File: src/rtl/ntc_pkg.sv
package ntc_pkg;

   localparam int ADDR_W = 3;

   typedef enum logic [ADDR_W-1:0] {
      A_CFG   = 3'd0,
      A_STAT  = 3'd1,
      A_BURST = 3'd2,
      A_EVERY = 3'd3,
      A_TLO   = 3'd4,
      A_THI   = 3'd5
   } ntc_addr_e;

endpackage

File: src/rtl/ntc_step_sel.sv
module ntc_step_sel #(
   parameter int DATA_W  = 32,
   parameter int BASE_W  = 4,
   parameter int TRIM_W  = 12,
   parameter int BURST_W = 24,
   parameter int EVERY_W = 32,
   localparam int STEP_W = (BASE_W > TRIM_W) ? BASE_W : TRIM_W
) (
   input  logic               clk,
   input  logic               rst_n,
   input  logic               run,
   input  logic [BASE_W-1:0]  base_step,
   input  logic [TRIM_W-1:0]  trim_step,
   input  logic               burst_wr,
   input  logic               every_wr,
   input  logic [DATA_W-1:0]  wdata,
   output logic [STEP_W-1:0]  step,
   output logic [BURST_W-1:0] burst_left,
   output logic [EVERY_W-1:0] every_n
);

   localparam logic [DATA_W-1:0] BURST_LIM = DATA_W'({BURST_W{1'b1}});

   logic [EVERY_W-1:0] every_left;
   logic [BURST_W-1:0] burst_in;
   logic [EVERY_W-1:0] every_in;
   logic               every_hit;
   logic               use_trim;

   assign burst_in  = (wdata > BURST_LIM) ? {BURST_W{1'b1}} : wdata[BURST_W-1:0];
   assign every_in  = wdata[EVERY_W-1:0];
   assign every_hit = run && (every_n != '0) && (every_left == '0);
   assign use_trim  = (burst_left != '0) || every_hit;
   assign step      = use_trim ? STEP_W'(trim_step) : STEP_W'(base_step);

   always_ff @(posedge clk or negedge rst_n) begin
      if (!rst_n) begin
         burst_left <= '0;
      end else if (burst_wr) begin
         burst_left <= burst_in;
      end else if (run && burst_left != '0) begin
         burst_left <= burst_left - 1'b1;
      end
   end

   always_ff @(posedge clk or negedge rst_n) begin
      if (!rst_n) begin
         every_n    <= '0;
         every_left <= '0;
      end else if (every_wr) begin
         every_n    <= every_in;
         every_left <= (every_in == '0) ? '0 : every_in - 1'b1;
      end else if (run && every_n != '0) begin
         every_left <= (every_left == '0) ? every_n - 1'b1 : every_left - 1'b1;
      end
   end

   p_burst_down_r3: assert property (@(posedge clk) disable iff (!rst_n)
      (run && burst_left != '0 && !burst_wr) |=> burst_left == $past(burst_left) - 1'b1);

   p_every_down_r5: assert property (@(posedge clk) disable iff (!rst_n)
      (run && every_n != '0 && every_left != '0 && !every_wr)
      |=> every_left == $past(every_left) - 1'b1);

   p_stop_hold_r1: assert property (@(posedge clk) disable iff (!rst_n)
      (!run && !every_wr && !burst_wr) |=> ($stable(every_left) && $stable(burst_left)));

endmodule

File: src/rtl/ntc_accum.sv
module ntc_accum #(
   parameter int CNT_W  = 64,
   parameter int STEP_W = 12
) (
   input  logic              clk,
   input  logic              rst_n,
   input  logic              run,
   input  logic [STEP_W-1:0] step,
   input  logic              wrap_req,
   input  logic              load,
   input  logic [CNT_W-1:0]  load_val,
   output logic [CNT_W-1:0]  count,
   output logic              carry
);

   logic [CNT_W:0] sum;

   assign sum   = {1'b0, count} + (CNT_W+1)'(step);
   assign carry = run && !load && !wrap_req && sum[CNT_W];

   always_ff @(posedge clk or negedge rst_n) begin
      if (!rst_n) begin
         count <= '0;
      end else if (load) begin
         count <= load_val;
      end else if (run && wrap_req) begin
         count <= '0;
      end else if (run) begin
         count <= sum[CNT_W-1:0];
      end
   end

   p_hold_r1: assert property (@(posedge clk) disable iff (!rst_n)
      (!run && !load) |=> $stable(count));

   p_wrap_zero_r9: assert property (@(posedge clk) disable iff (!rst_n)
      (run && wrap_req && !load) |=> count == '0);

   p_load_first_r10: assert property (@(posedge clk) disable iff (!rst_n)
      load |=> count == $past(load_val));

endmodule

File: src/rtl/ntc_readback.sv
module ntc_readback #(
   parameter int DATA_W = 32,
   parameter bit RD_REG = 1'b1,
   localparam int CNT_W = 2 * DATA_W
) (
   input  logic                      clk,
   input  logic                      rst_n,
   input  logic                      rd_en,
   input  logic [ntc_pkg::ADDR_W-1:0] addr,
   input  logic [DATA_W-1:0]         cfg_word,
   input  logic [DATA_W-1:0]         stat_word,
   input  logic [DATA_W-1:0]         burst_word,
   input  logic [DATA_W-1:0]         every_word,
   input  logic [CNT_W-1:0]          count,
   output logic [DATA_W-1:0]         rdata,
   output logic                      rd_valid
);
   import ntc_pkg::*;

   logic [DATA_W-1:0] hi_shadow;
   logic [DATA_W-1:0] sel;

   always_comb begin
      unique case (addr)
         A_CFG:   sel = cfg_word;
         A_STAT:  sel = stat_word;
         A_BURST: sel = burst_word;
         A_EVERY: sel = every_word;
         A_TLO:   sel = count[DATA_W-1:0];
         A_THI:   sel = hi_shadow;
         default: sel = '0;
      endcase
   end

   always_ff @(posedge clk or negedge rst_n) begin
      if (!rst_n) begin
         hi_shadow <= '0;
      end else if (rd_en && addr == A_TLO) begin
         hi_shadow <= count[CNT_W-1:DATA_W];
      end
   end

   generate
      if (RD_REG) begin : g_rd_reg
         always_ff @(posedge clk or negedge rst_n) begin
            if (!rst_n) begin
               rdata    <= '0;
               rd_valid <= 1'b0;
            end else begin
               rd_valid <= rd_en;
               if (rd_en) rdata <= sel;
            end
         end
      end else begin : g_rd_comb
         assign rdata    = rd_en ? sel : '0;
         assign rd_valid = rd_en;
      end
   endgenerate

   p_shadow_capture_r6: assert property (@(posedge clk) disable iff (!rst_n)
      (rd_en && addr == A_TLO) |=> hi_shadow == $past(count[CNT_W-1:DATA_W]));

   p_shadow_keep_r6: assert property (@(posedge clk) disable iff (!rst_n)
      !(rd_en && addr == A_TLO) |=> $stable(hi_shadow));

endmodule

File: src/rtl/ns_time_counter.sv
module ns_time_counter #(
   parameter int DATA_W   = 32,
   parameter int BASE_W   = 4,
   parameter int TRIM_W   = 12,
   parameter int BURST_W  = 24,
   parameter int EVERY_W  = 32,
   parameter int BASE_LSB = 4,
   parameter bit RD_REG   = 1'b1
) (
   input  logic        clk,
   input  logic        rst_n,
   input  logic        wr_en,
   input  logic        rd_en,
   input  logic [2:0]  addr,
   input  logic [31:0] wdata,
   input  logic        wrap_in,
   output logic [31:0] rdata,
   output logic        rd_valid
);
   import ntc_pkg::*;

   localparam int CNT_W    = 2 * DATA_W;
   localparam int TRIM_LSB = BASE_LSB + BASE_W;
   localparam int STEP_W   = (BASE_W > TRIM_W) ? BASE_W : TRIM_W;

   generate
      if (DATA_W != 32) begin : g_bad_data_w
         $error("DATA_W must match the 32-bit register port");
      end
      if (BASE_LSB < 1 || TRIM_LSB + TRIM_W > DATA_W) begin : g_bad_fields
         $error("config fields do not fit in one word");
      end
      if (BURST_W >= DATA_W || EVERY_W > DATA_W || BASE_W < 1) begin : g_bad_counts
         $error("compensation widths out of range");
      end
   endgenerate

   logic                run_q;
   logic [BASE_W-1:0]   base_q;
   logic [TRIM_W-1:0]   trim_q;
   logic [DATA_W-1:0]   hi_stage;
   logic                ovf_q;
   logic [DATA_W-1:0]   cfg_word;
   logic [DATA_W-1:0]   stat_word;
   logic [STEP_W-1:0]   step;
   logic [BURST_W-1:0]  burst_left;
   logic [EVERY_W-1:0]  every_n;
   logic [CNT_W-1:0]    count;
   logic                acc_carry;
   logic                wr_cfg, wr_stat, wr_burst, wr_every, wr_lo, wr_hi;

   assign wr_cfg   = wr_en && addr == A_CFG;
   assign wr_stat  = wr_en && addr == A_STAT;
   assign wr_burst = wr_en && addr == A_BURST;
   assign wr_every = wr_en && addr == A_EVERY;
   assign wr_lo    = wr_en && addr == A_TLO;
   assign wr_hi    = wr_en && addr == A_THI;

   always_ff @(posedge clk or negedge rst_n) begin
      if (!rst_n) begin
         run_q  <= 1'b0;
         base_q <= '0;
         trim_q <= '0;
      end else if (wr_cfg) begin
         run_q  <= wdata[0];
         base_q <= wdata[BASE_LSB +: BASE_W];
         trim_q <= wdata[TRIM_LSB +: TRIM_W];
      end
   end

   always_ff @(posedge clk or negedge rst_n) begin
      if (!rst_n) begin
         hi_stage <= '0;
      end else if (wr_hi) begin
         hi_stage <= wdata;
      end
   end

   always_ff @(posedge clk or negedge rst_n) begin
      if (!rst_n) begin
         ovf_q <= 1'b0;
      end else if (acc_carry) begin
         ovf_q <= 1'b1;
      end else if (wr_stat && wdata[0]) begin
         ovf_q <= 1'b0;
      end
   end

   always_comb begin
      cfg_word                       = '0;
      cfg_word[0]                    = run_q;
      cfg_word[BASE_LSB +: BASE_W]   = base_q;
      cfg_word[TRIM_LSB +: TRIM_W]   = trim_q;
      stat_word                      = '0;
      stat_word[0]                   = ovf_q;
   end

   ntc_step_sel #(
      .DATA_W (DATA_W), .BASE_W (BASE_W), .TRIM_W (TRIM_W),
      .BURST_W(BURST_W), .EVERY_W(EVERY_W)
   ) u_step (
      .clk       (clk),
      .rst_n     (rst_n),
      .run       (run_q),
      .base_step (base_q),
      .trim_step (trim_q),
      .burst_wr  (wr_burst),
      .every_wr  (wr_every),
      .wdata     (wdata),
      .step      (step),
      .burst_left(burst_left),
      .every_n   (every_n)
   );

   ntc_accum #(.CNT_W(CNT_W), .STEP_W(STEP_W)) u_acc (
      .clk     (clk),
      .rst_n   (rst_n),
      .run     (run_q),
      .step    (step),
      .wrap_req(wrap_in),
      .load    (wr_lo),
      .load_val({hi_stage, wdata}),
      .count   (count),
      .carry   (acc_carry)
   );

   ntc_readback #(.DATA_W(DATA_W), .RD_REG(RD_REG)) u_rb (
      .clk       (clk),
      .rst_n     (rst_n),
      .rd_en     (rd_en),
      .addr      (addr),
      .cfg_word  (cfg_word),
      .stat_word (stat_word),
      .burst_word(DATA_W'(burst_left)),
      .every_word(DATA_W'(every_n)),
      .count     (count),
      .rdata     (rdata),
      .rd_valid  (rd_valid)
   );

   p_flag_needs_carry_r8: assert property (@(posedge clk) disable iff (!rst_n)
      $rose(ovf_q) |-> $past(acc_carry));

   p_flag_sticky_r8: assert property (@(posedge clk) disable iff (!rst_n)
      (ovf_q && !wr_stat) |=> ovf_q);

   p_hi_write_no_load_r7: assert property (@(posedge clk) disable iff (!rst_n)
      (wr_hi && !run_q) |=> $stable(count));

endmodule

File: config.mk
export PLATFORM = sky130hd
export DESIGN_NAME = ns_time_counter
export DESIGN_NICKNAME = d
export VERILOG_FILES = /design/src/rtl/ntc_pkg.sv /design/src/rtl/ntc_step_sel.sv /design/src/rtl/ntc_accum.sv /design/src/rtl/ntc_readback.sv /design/src/rtl/ns_time_counter.sv
export SDC_FILE = /design/constraint.sdc
export NUM_CORES = 1
export LEC_CHECK = 0
export ABC_AREA = 0
export BUFFER_PORTS_ARGS = -buffer_cell sky130_fd_sc_hd__buf_2
export CAP_MARGIN = 20
export CORE_AREA = 4 4 165 167
export CTS_CLUSTER_DIAMETER = 50
export DETAILED_ROUTE_END_ITERATION = 10
export DIE_AREA = 0 0 169 171
export PLACE_DENSITY = 0.88
export SKIP_LAST_GASP = 1
export SYNTH_ARGS = -nofsm -noshare
export SYNTH_HDL_FRONTEND = slang
export SYNTH_SLANG_ARGS = --single-unit
export TNS_END_PERCENT = 50
File: constraint.sdc
create_clock -name clk -period 6.35 [get_ports clk]
set_input_delay 0.3175 -clock clk [delete_from_list [all_inputs] [get_ports clk]]
set_output_delay 0.3175 -clock clk [all_outputs]
set_load 0.005 [all_outputs]
==> impl_metrics.csv <==
group,metric,value,unit
worst_setup_path,crit_chain,"nor4_1, nand3_1, o41a_1, a21oi_1, buf_4, mux2_2, ha_1, a21oi_1, a21boi_0, o211ai_1, a211oi_1, buf_4, and2_1, nand2_1, a311oi_1",
synth,synth.most_common_cell,"dfrtp_1",
synth,synth_area_leaders,"dfrtp_1, mux2_2, nand2_1",
clocking,cts_tree,"yes",
sta,period_minus_slack,5943,ps
route,drt-pass1-iter-count,8,
clocking,cts.path.max_buffers,3,
worst_setup_path,critPathMaxStageDelay,820,ps
sta,finClkSkew,16.67,ps
power,p_per_area,347.9,mW/mm²
route,ant_nets,0,
power,leakage,7.355,nW
sta,max_freq,168.3,MHz
worst_setup_path,worstPathRequired,6750,ps
grt,grt_max_degree,130,
route,drt_iter0_markers,2746,
grt,grt_pass1_wl,88800,µm
place,place_congestion,1.025,
route,drc,0,
power,swShare,0.3676,
synth,synth_fp_nets,1855,
synth,synth_top_area_share,0.4188,
synth,synth_area,0.01595,mm²
status,status,"completed",
layout,fin_cells,2176,
worst_setup_path,path_delay_family,"compound AO/OA/AOI/OAI gates",
synth,synth_cells,1798,
worst_setup_path,path_class,"flip-flop to flip-flop",
die,io_pins,73,
power,power_frac_clock,0.307,
worst_setup_path,endpoint_kind,"flip-flop",
place,dp_hpwl,39760,µm
synth,syn_avg_cell_area,8.873,µm²
clocking,ctsRootBufferMaster,"clkbuf_16",
sta,drv_slew,0,
clocking,cts_sinks,267,
worst_setup_path,cp-start-kind,"flip-flop",
sta,tns,0,ps
synth,synth.largest_area_cell,"dfrtp_1",
grt,overflow,0,
power,seq_power_share,0.425,
route,wl_per_cell,26.46,µm
layout,fillers,1945,
power,vdd_drop_max,0.3077,mV
route,routed_wl,57590,µm
synth,ys_types,79,
worst_setup_path,crit_path_top_delay_cell,"a211oi_1",
die,die_h,171,µm
worst_setup_path,cp.arrival,6340,ps
layout,n_antenna_cell,0,
power,p_sw,2.260,mW
clocking,cts.clk_slew.worst_paths,60,ps
clocking,post_cts_resized,0,
grt,antenna_found_initial,1,
place,placed_cells,2115,
sta,relSlewSlack,0.2398,
power,intPower,3.889,mW
synth,ys.flop_type,"dfrtp_1",
die,fp.dieW,169,µm
sta,setup-violations-final,0,
layout,area_growth,10.78,%
worst_setup_path,critPathBufInv,2,
hold_path,hold_path.class,"input pin to flip-flop",
clocking,clock_latency,510,ps
sta,worstMarginPinSlew,1140,ps
synth,yosys_warnings,0,
power,total_power,6.149,mW
die,core_area,0.02576,mm²
synth,ys_seq_elements,267,
place,numPortBuffers,72,
grt,grt_pass1_vias,15087,
die,fp.dieArea,0.02890,mm²
synth,synth_edf_count,0,
sta,timing.final.crit_share,0.9359,
synth,yosys-top-cells-count,"dfrtp_1, nand2_1, nor2_1",
power,pwr-share-comb,0.268,
sta,hold_viol_final,0,
die,start_util,0.6193,
synth,async_reset_ff_frac,1.000,
job,cap_viol_max_count,0,
layout,finalNetCount,1876,
clocking,cts_made_buffers,34,
clocking,cts_max_level,2,
synth,ys_seq_area_frac,0.4188,
grt,track_usage,0.3923,
die,rows,59,
layout,drive_gt1_frac,0.1532,
route,via_per_inst,7.313,
route,vias,15913,
worst_setup_path,crit_path_max_fanout,13,
sta,rsz0062_at_grt,"no",
-- registers in the layout, indices dropped and copies added, names as in the netlist --
register	count
u_acc.count	64
hi_stage	32
u_rb.hi_shadow	32
u_rb.rdata	32
u_step.every_left	32
u_step.every_n	32
u_step.burst_left	24
trim_q	12
base_q	4
ovf_q	1
run_q	1
u_rb.rd_valid	1
-- tightest hold or removal path, cell delays in order --
cell and delay, ps:
buf_2 110, o21ai_0 80, nand2_1 60
-- metal layers --
| layer | wire (µm) | up-vias | track usage |
|---|---|---|---|
| met2 | 24930 | 1383 | 0.5890 |
| met3 | 8221 | 347 | 0.1104 |
| met1 | 20680 | 7479 | 0.5248 |
| met5 | 0 | - | 0 |
| li1 | - | 6704 | - |
| met4 | 3762 | 0 | 0.1988 |
-- cells in the final DEF, fill, tap and decap left out, types with 24 or more instances in the layout --
| master | instances |
|---|---|
| xor2_1 | 33 |
| buf_2 | 71 |
| a221oi_1 | 39 |
| nor2_1 | 186 |
| and3_1 | 24 |
| nor3_1 | 41 |
| buf_4 | 36 |
| nand4_1 | 30 |
| nor4_1 | 32 |
| nand2_1 | 194 |
| nand3_1 | 43 |
| mux2_2 | 96 |
| dfrtp_1 | 267 |
| clkbuf_16 | 35 |
| inv_1 | 50 |
| o21ai_0 | 104 |
| a22oi_1 | 24 |
| a21oi_1 | 101 |
| a31oi_1 | 44 |
| o22ai_1 | 35 |
| xnor2_1 | 28 |
| mux2i_1 | 26 |
-- worst paths after layout --
check,from,endpoint,slack [ps],depth (start not counted)
max in group asynchronous,rst_n,u_step.every_n[9]$_DFFE_PN0P_,4500,3
min in group asynchronous,rst_n,u_step.every_left[22]$_DFFE_PN0P_,470,2
hold reg to reg,hi_stage[14]$_DFFE_PN0P_,u_acc.count[46]$_DFFE_PN0P_,490,2
hold / removal,wdata[1],u_step.burst_left[1]$_DFFE_PN0P_,90,3
setup reg to reg,u_step.every_n[8]$_DFFE_PN0P_,u_acc.count[56]$_DFFE_PN0P_,410,15
setup / recovery,u_step.every_n[8]$_DFFE_PN0P_,u_acc.count[56]$_DFFE_PN0P_,410,15
-- power groups by stage --
stage	Clock, mW	Sequential [mW]	Combinational, mW
5_1_grt	1.96	2.64	1.79
6_report	1.89	2.61	1.65
4_1_cts	1.89	2.57	1.60
3_5_place_dp	0	2.59	1.59
3_3_place_gp	0	2.57	1.53
2_1_floorplan	0	2.37	1.17
-- area by class of cell --
class / instances / area, µm² / area share
Multi-Input combinational cell: 1353 / 8594 / 0.4863
Sequential cell: 267 / 6681 / 0.3780
Clock buffer: 45 / 943.4 / 0.05338
Timing Repair Buffer: 112 / 704.4 / 0.03986
Tap cell: 335 / 419.2 / 0.02372
Inverter: 51 / 191.4 / 0.01083
Clock inverter: 13 / 140.1 / 0.007929
-- cells by family after synthesis --
logic type | share of synthesized area
AND/OR/NAND/NOR | 0.2056
AO/OA/AOI/OAI | 0.1984
flip-flops | 0.4188
buffers and inverters | 0.04447
multiplexers | 0.08548
XOR/XNOR | 0.03349
adder cells (fa/ha/maj) | 0.01380
-- repair_timing --
| item | 4_1_cts | 5_1_grt |
|---|---|---|
| hold buffers | 1 | 0 |
| endpoints found under the hold margin | 49 | 0 |
| setup buffers | 0 | 0 |
| endpoints found under the setup margin | 0 | 0 |
-- metrics by stage --
stage / area (µm²) / hold WS [ps] / utilization / setup WS [ps]
after floorplan: 15950 / 21.91 / - / 1868
after global placement: 16530 / 464.7 / 0.6415 / 949.8
after detailed placement: 16540 / 468.4 / 0.6421 / 671.3
after CTS: 17640 / 77.99 / 0.6845 / 596.6
after global routing: 17670 / 121.5 / 0.6860 / 175.8
final: 17670 / 94.74 / 0.6860 / 407.3
No activity file was read; power rests on OpenSTA's default activity.
